<file path="src/rtl/caltrig_pkg.sv">
package caltrig_pkg;
    typedef enum logic [2:0] {
        ST_IDLE  = 3'd0,
        ST_PDOWN = 3'd1,
        ST_PEND  = 3'd2,
        ST_START = 3'd3,
        ST_BUSY  = 3'd4,
        ST_DONE  = 3'd5
    } cal_state_t;
endpackage

</file>
<file path="src/rtl/caltrig_sync.sv">
module caltrig_sync #(
    parameter int STAGES = 2
) (
    input  logic clk,
    input  logic rst_n,
    input  logic d_async,
    output logic q_sync
);
    logic [STAGES-1:0] chain;

    generate
        if (STAGES == 1) begin : g_one
            always_ff @(posedge clk or negedge rst_n) begin
                if (!rst_n) chain <= '0;
                else        chain <= d_async;
            end
        end else begin : g_many
            always_ff @(posedge clk or negedge rst_n) begin
                if (!rst_n) chain <= '0;
                else        chain <= {chain[STAGES-2:0], d_async};
            end
        end
    endgenerate

    assign q_sync = chain[STAGES-1];
endmodule

</file>
<file path="src/rtl/caltrig_hightimer.sv">
module caltrig_hightimer #(
    parameter int MIN_HIGH_CYC = 100
) (
    input  logic clk,
    input  logic rst_n,
    input  logic lvl,
    output logic fall,
    output logic qual
);
    localparam int CW = $clog2(MIN_HIGH_CYC + 1);
    localparam logic [CW-1:0] LIMIT = CW'(MIN_HIGH_CYC);

    logic [CW-1:0] high_cnt;
    logic          lvl_d;

    always_ff @(posedge clk or negedge rst_n) begin
        if (!rst_n) begin
            high_cnt <= '0;
            lvl_d    <= 1'b0;
        end else begin
            lvl_d <= lvl;
            if (!lvl)                high_cnt <= '0;
            else if (high_cnt < LIMIT) high_cnt <= high_cnt + 1'b1;
        end
    end

    assign fall = lvl_d & ~lvl;
    assign qual = (high_cnt >= LIMIT);

    // the saturating counter never passes its limit
    a_r3_cnt_saturates: assert property (@(posedge clk) disable iff (!rst_n)
        high_cnt <= LIMIT);
    // a low level clears the count on the next edge
    a_r3_cnt_clears: assert property (@(posedge clk) disable iff (!rst_n)
        !lvl |=> (high_cnt == '0));
endmodule

</file>
<file path="src/rtl/caltrig_seq.sv">
module caltrig_seq
    import caltrig_pkg::*;
#(
    parameter int MIN_HIGH_CYC = 100,
    parameter int SYNC_STAGES  = 2
) (
    input  logic clk,
    input  logic rst_n,
    input  logic pdcal_in,
    input  logic ref_ok,
    input  logic cal_ack,
    output logic pwr_down,
    output logic cal_start,
    output logic cal_busy,
    output logic cal_done
);
    cal_state_t state, state_nx;
    logic       pin_s;
    logic       pin_fall;
    logic       pin_qual;

    caltrig_sync #(.STAGES(SYNC_STAGES)) u_sync (
        .clk     (clk),
        .rst_n   (rst_n),
        .d_async (pdcal_in),
        .q_sync  (pin_s)
    );

    caltrig_hightimer #(.MIN_HIGH_CYC(MIN_HIGH_CYC)) u_timer (
        .clk   (clk),
        .rst_n (rst_n),
        .lvl   (pin_s),
        .fall  (pin_fall),
        .qual  (pin_qual)
    );

    // state register
    always_ff @(posedge clk or negedge rst_n) begin
        if (!rst_n) state <= ST_IDLE;
        else        state <= state_nx;
    end

    // next-state logic
    always_comb begin
        state_nx = state;
        unique case (state)
            ST_IDLE: begin
                if (pin_s) state_nx = ST_PDOWN;
            end
            ST_PDOWN: begin
                if (pin_fall) begin
                    if (!pin_qual)  state_nx = ST_IDLE;
                    else if (ref_ok) state_nx = ST_START;
                    else             state_nx = ST_PEND;
                end
            end
            ST_PEND: begin
                if (pin_s)       state_nx = ST_PDOWN;
                else if (ref_ok) state_nx = ST_START;
            end
            ST_START: begin
                state_nx = pin_s ? ST_PDOWN : ST_BUSY;
            end
            ST_BUSY: begin
                if (pin_s)        state_nx = ST_PDOWN;
                else if (cal_ack) state_nx = ST_DONE;
            end
            ST_DONE: begin
                state_nx = pin_s ? ST_PDOWN : ST_IDLE;
            end
            default: state_nx = ST_IDLE;
        endcase
    end

    // outputs
    always_comb begin
        pwr_down  = pin_s;
        cal_start = (state == ST_START);
        cal_busy  = (state == ST_START) || (state == ST_BUSY);
        cal_done  = (state == ST_DONE);
    end

    // start is a single-cycle pulse
    a_r4_start_one_cycle: assert property (@(posedge clk) disable iff (!rst_n)
        cal_start |=> !cal_start);
    // a start always follows a cycle in which the reference was valid
    a_r6_start_needs_ref: assert property (@(posedge clk) disable iff (!rst_n)
        $rose(cal_start) |-> $past(ref_ok));
    // busy holds while no acknowledge and no power-down
    a_r8_busy_holds: assert property (@(posedge clk) disable iff (!rst_n)
        (cal_busy && !cal_ack && !pwr_down) |=> cal_busy);
    // acknowledge during busy yields done and drops busy
    a_r8_done_after_ack: assert property (@(posedge clk) disable iff (!rst_n)
        (state == ST_BUSY && cal_ack && !pwr_down) |=> (cal_done && !cal_busy));
    // power-down suppresses start and busy on the next cycle
    a_r9_pd_blocks: assert property (@(posedge clk) disable iff (!rst_n)
        pwr_down |=> (!cal_start && !cal_busy));
    // done is a single-cycle pulse
    a_r8_done_one_cycle: assert property (@(posedge clk) disable iff (!rst_n)
        cal_done |=> !cal_done);
endmodule

</file>
<file path="config.mk">
export PLATFORM = sky130hd
export DESIGN_NAME = caltrig_seq
export DESIGN_NICKNAME = d
export VERILOG_FILES = /design/src/rtl/caltrig_pkg.sv /design/src/rtl/caltrig_sync.sv /design/src/rtl/caltrig_hightimer.sv /design/src/rtl/caltrig_seq.sv
export SDC_FILE = /design/constraint.sdc
export NUM_CORES = 1
export LEC_CHECK = 0
export BUFFER_PORTS_ARGS = -buffer_cell sky130_fd_sc_hd__buf_2
export CORE_UTILIZATION = 45
export DETAILED_ROUTE_END_ITERATION = 8
export PLACE_DENSITY_LB_ADDON = 0.15
export SYNTH_ARGS = -nofsm -noshare
export SYNTH_HDL_FRONTEND = slang
export SYNTH_SLANG_ARGS = --single-unit
</file>
<file path="constraint.sdc">
create_clock -name clk -period 2.3 [get_ports clk]
set_clock_uncertainty 0.1 [all_clocks]
set_input_delay 0.46 -clock clk [delete_from_list [all_inputs] [get_ports clk]]
set_output_delay 0.46 -clock clk [all_outputs]
set_load 0.005 [all_outputs]
</file>
; After elaboration in Yosys (flattened, before gate mapping)
; Index checks and enable logic that the tools add are counted.
[totals]
ff_bits = 13
input_bits = 5
[op_classes]
add_sub_neg = 1
order_cmp = 2
eq_ne = 10
mux = 13
bitwise_logic = 2
reduce_logical = 3
[op_table]
columns = cell, count
row1 = 3-bit 2-to-1 mux, 7
row2 = 3-bit case mux with 6 select lines, 1
row3 = 7-bit 2-to-1 mux, 2
row4 = 7-bit by 1-bit adder with 7-bit output (second input constant), 1
row5 = 7-bit >= comparator (second input constant), 1
row6 = 7-bit < comparator (second input constant), 1
row7 = 3-bit by 2-bit equality test with 1-bit output (second input constant), 2
row8 = 3-bit equality test (second input constant), 2
row9 = 3-bit by 2-bit inequality test with 1-bit output (second input constant), 2
row10 = 2-bit by 1-bit inequality test with 1-bit output (second input constant), 2
row11 = 4-bit AND reduction, 1
row12 = 3-bit by 1-bit equality test with 1-bit output (second input constant), 1
row13 = 3-bit zero test, 1
row14 = 1-bit 2-to-1 mux, 2
row15 = 2-bit 2-to-1 mux, 1
row16 = 2-bit inequality test (second input constant), 1
row17 = 1-bit AND, 1
row18 = 1-bit logical OR, 1
row19 = 1-bit inverter, 1

; Logic depth before layout (Yosys ltp)
[logic_depth]
depth_word = 4
mapped_depth = 5
ltp_nobuf = 5

; Cells and area by module
; A second synthesis with hierarchy kept.
[hier_totals]
cells_unflattened = 65
hier_area_um2 = 680.7
[by_module_without_submodules]
columns = mod, n_inst, cells_per_inst, area_each_um2, seq_area_each_um2
row1 = caltrig_hightimer, 1, 42, 427.9, 200.2
row2 = caltrig_seq, 1, 21, 202.7, 75.1
row3 = caltrig_sync, 1, 2, 50.0, 50.0

; Worst setup path after synthesis
; Ideal clock, no wire load.
[synth_path]
path_kind = reg-to-reg
startpoint = register u_timer.high_cnt[2]
endpoint = register u_timer.high_cnt[3]
t_arrival_ps = 1233
required_time_ps = 2081
path_slack_ps = 848
path_stages_with_launch = 5
path_buffers = 0
synth_period_minus_slack_ps = 1452
path_cell_list = dfrtp_1 -> o311ai_4 -> nand4_1 -> xnor2_1 -> and2_1
[synth_via]
elab_chain_cells = 3
word_cells_on_any_way = 5
[synth_lines]
columns = element, line
row1 = "start, declared", caltrig_hightimer.sv:13  ; logic [CW-1:0] high_cnt;
row2 = "start signal, assigned", caltrig_hightimer.sv:23  ; else if (high_cnt < LIMIT) high_cnt <= high_cnt + 1'b1;
row3 = 7-bit by 1-bit adder with 7-bit output, caltrig_hightimer.sv:23
row4 = 7-bit 2-to-1 mux, caltrig_hightimer.sv:23
row5 = 7-bit 2-to-1 mux, caltrig_hightimer.sv:22  ; if (!lvl) high_cnt <= '0;
; Parallel ways exist; a longest one is shown, timed or not. The select of a mux whose other input is x is not followed.
; A chain may end at the register's enable or synchronous reset.

; Worst setup path after layout
[layout_path]
startpoint = register state[1]
endpoint = output port cal_busy
[layout_via]
elab_chain_cells = 2
word_cells_on_any_way = 3
[layout_lines]
columns = element, line
row1 = "start, declared", caltrig_seq.sv:17  ; cal_state_t state, state_nx;
row2 = "start signal, assigned", caltrig_seq.sv:40  ; else state <= state_nx;
row3 = 3-bit by 2-bit equality test with 1-bit output / 3-bit equality test (equally long branches), caltrig_seq.sv:79  ; cal_busy = (state == ST_START) || (state == ST_BUSY);
row4 = 1-bit logical OR *, caltrig_seq.sv:79
row5 = "end, declared", caltrig_seq.sv:14  ; output logic cal_busy,
; Mark *: on every way between the ends. The rest lies on a longest branch, timed or not.

==> qor.yml <==
power_and_ir_drop:
  total_power_uw: 468.1
  power_density_mw_per_mm2: 623.5
  ir_drop_worst_case_vdd_uv: 413.5
  leakagePower_uw: 0.0003552
global_route:
  global_route_wire_length_before_repair_um: 1559
  gr-usage-met2_pct: 22.22
  pin_count_of_the_biggest_net_entering_global_routing: 16
  met3_usage_pct: 8.333
  gr_usage_total_pct: 15.13
  gr-total-overflow: 0
  number_of_global_route_vias_before_repair: 389
  grt_most_used_layer: "met2"
  grt_util_met1_pct: 18.62
  antenna_violations_before_repair: 0
cells_and_area:
  final-seq-area_um2: 325.3
  mostFrequentLayoutCells: "13 x sky130_fd_sc_hd__dfrtp_1, 8 x sky130_fd_sc_hd__buf_2, 5 x sky130_fd_sc_hd__inv_1, 5 x sky130_fd_sc_hd__and2_1, 4 x sky130_fd_sc_hd__nor2b_1"
  final_cells: 90
  most_common_cell_after_layout_fill_and_taps_aside: "sky130_fd_sc_hd__dfrtp_1"
  layout.nets: 83
  synthesis_to_layout_area_growth_pct: 13.21
  multi_input_area_um2: 311.5
  antenna_cells_inserted: 0
  fraction_of_layout_cells_with_a_size_suffix_above_1_pct: 17.33
  layout.filler_cells: 118
route:
  detail_route.wirelength_um: 1097
  routed-via-count: 466
  final_antenna_net_count: 0
  drt-pass1-iter-count: 4
  drc: 0
  viasPerCell: 5.178
  wl_per_cell_um: 12.19
  drt-initial-drc-count: 7
clock_network:
  clk_pin_slew_ns: 0.07
  clock_tree_from_tritoncts: "done"
  root_buffer_cell: "sky130_fd_sc_hd__clkbuf_4"
  clock_sink_count: 13
  cts-buffers-inserted: 3
  clk_latency_ns: 0.27
  cts.repair.resized: 0
  max-clock-path-buffers: 2
  cts-htree-levels: 1
sta:
  slew-limit-headroom_pct: 74.52
  holdWs_ns: 0.1949
  timing.final.max_slew_violations: 0
  fmax_ghz: 0.5443
  setup_repair_after_global_routing_missed_its_margin: "false"
  final-setup-viol-count: 0
  finalWorstPathRequiredPeriod_ns: 1.837
  worst_slew_pin_slew_ns: 0.3813
  timing.final.hold_violations: 0
  setup_total_negative_slack_ns: 0
  final_min_period_over_clock_period_pct: 79.88
synthesis:
  netlist_instances: 64
  syn-cell-area_um2: 663.1
  proportion_of_synthesized_chip_area_in_sequential_cells_pct: 49.06
  ys_types: 28
  synth_top_cell_by_area: "sky130_fd_sc_hd__dfrtp_1"
  mappedNetlistNets: 71
  synth.top_cell.area_share_pct: 49.06
  yosys-top-cells-area: "sky130_fd_sc_hd__dfrtp_1 49%, sky130_fd_sc_hd__and2_1 4.7%, sky130_fd_sc_hd__o311ai_4 4.0%"
  dominantRegCellSynth: "sky130_fd_sc_hd__dfrtp_1"
  synth-warning-count: 0
  syn_avg_cell_area_um2: 10.36
  postSynthRegisterBits: 13
  synth_enable_flop_cells: 0
  ys_async_sr_fraction_pct: 100.0
die:
  initial_utilization_pct: 49.72
  floorplan_die_area_mm2: 0.001631
  die_y_um: 40.39
  floorplan.die.width_um: 40.39
  io-pin-count: 9
  num_rows: 13
  core_area_mm2: 0.001334
place:
  place.port_buffers: 8
  hpwl_um: 787.9
  gpl.final_weighted_congestion: 0.7434
  placed_cells_incl_taps: 85
job:
  cap_viol_max_count: 0
worst_setup_path:
  critical_path_peak_fanout: 6
  cp.arrival_ns: 1.28
  cp_required_ns: 1.74
  worstSetupPathType: "register to output port"
  worst_setup_path_end_kind: "output port"
  critPathLaunchType: "register"
hold_path:
  hold_crit_class: "input port to register"
run_status:
  status: "completed"
## state kept, by name, indices dropped and copies added (netlist names)
register          count
u_timer.high_cnt      7
state                 3
u_sync.chain          2
u_timer.lvl_d         1
## cell families (layout without fill, tap and decap cells)
| group | after synthesis | after routing | synth area share, % |
|---|---|---|---|
| AO/OA/AOI/OAI | 14 | 14 | 17.17 |
| XOR/XNOR | 4 | 4 | 5.284 |
| adder cells (fa/ha/maj) | 2 | 2 | 3.773 |
| buffers and inverters | 7 | 18 | 3.963 |
| flip-flops | 13 | 13 | 49.06 |
| multiplexers | 1 | 1 | 1.509 |
| AND/OR/NAND/NOR | 23 | 23 | 19.25 |
## per-stage QoR
step	util [%]	instance area, µm²	worst slack, ns
5_1_grt	56.29	750.7	0.3392
3_5_place_dp	53.56	714.4	0.7405
4_1_cts	56.29	750.7	0.4557
2_1_floorplan	-	663.1	0.8482
3_3_place_gp	53.56	714.4	0.7440
6_report	56.29	750.7	0.4628
## report_power, final
part	total, µW	internal, µW	switching, µW
clock network	133	67.1	66.2
registers	268	244	23.6
logic	67.0	29.8	37.1
total	468	341	127
## routing by layer
layer	part of all wire, %	routed length, µm	up-vias
met4	0	0	0
met2	44	479	10
li1	-	-	242
met3	5.4	59	0
met1	51	558	214
met5	0	0	-
## worst paths after layout
path	slack, ns	to	cells after the start	start
max	0.46	cal_busy	4	state[1]
min	0.19	u_sync.chain[0]	1	pdcal_in
max reg2reg	0.73	state[0]	4	u_sync.chain[1]
min reg2reg	0.27	u_sync.chain[1]	0	u_sync.chain[0]
max in group asynchronous	1.38	u_timer.high_cnt[3]	2	rst_n
min in group asynchronous	0.50	u_timer.high_cnt[6]	2	rst_n
## cell type report
cell class	instances	share of cell area, %
Multi-Input combinational cell	44	41.50
Sequential cell	13	43.33
Clock buffer	4	3.500
Timing Repair Buffer	9	6.667
Inverter	5	2.500
Tap cell	15	2.500
## synth_stat cells, types with 2 or more instances
| cell type | count |
|---|---|
| sky130_fd_sc_hd__inv_1 | 5 |
| sky130_fd_sc_hd__nor2_1 | 3 |
| sky130_fd_sc_hd__clkbuf_1 | 2 |
| sky130_fd_sc_hd__xnor2_1 | 3 |
| sky130_fd_sc_hd__nor3_1 | 2 |
| sky130_fd_sc_hd__ha_1 | 2 |
| sky130_fd_sc_hd__a21oi_1 | 2 |
| sky130_fd_sc_hd__nand2_1 | 2 |
| sky130_fd_sc_hd__dfrtp_1 | 13 |
| sky130_fd_sc_hd__o21ai_0 | 3 |
| sky130_fd_sc_hd__nor2b_1 | 4 |
| sky130_fd_sc_hd__and2_1 | 5 |
| sky130_fd_sc_hd__nand3_1 | 2 |
| sky130_fd_sc_hd__a21boi_0 | 2 |
## what timing repair did
item | 4_1_cts | 5_1_grt
endpoints found under the hold margin | 13 | 0
buffers inserted | 0 | 0
hold buffers | 1 | 0
setup endpoints to repair | 0 | 0
## worst max-delay path, stage by stage (launching register included)
cell and delay, ns:
sky130_fd_sc_hd__dfrtp_1 0.43, sky130_fd_sc_hd__inv_1 0.10, sky130_fd_sc_hd__nor3_1 0.24, sky130_fd_sc_hd__a21o_1 0.12
sky130_fd_sc_hd__buf_2 0.11
(Power assumes the default switching activity.)
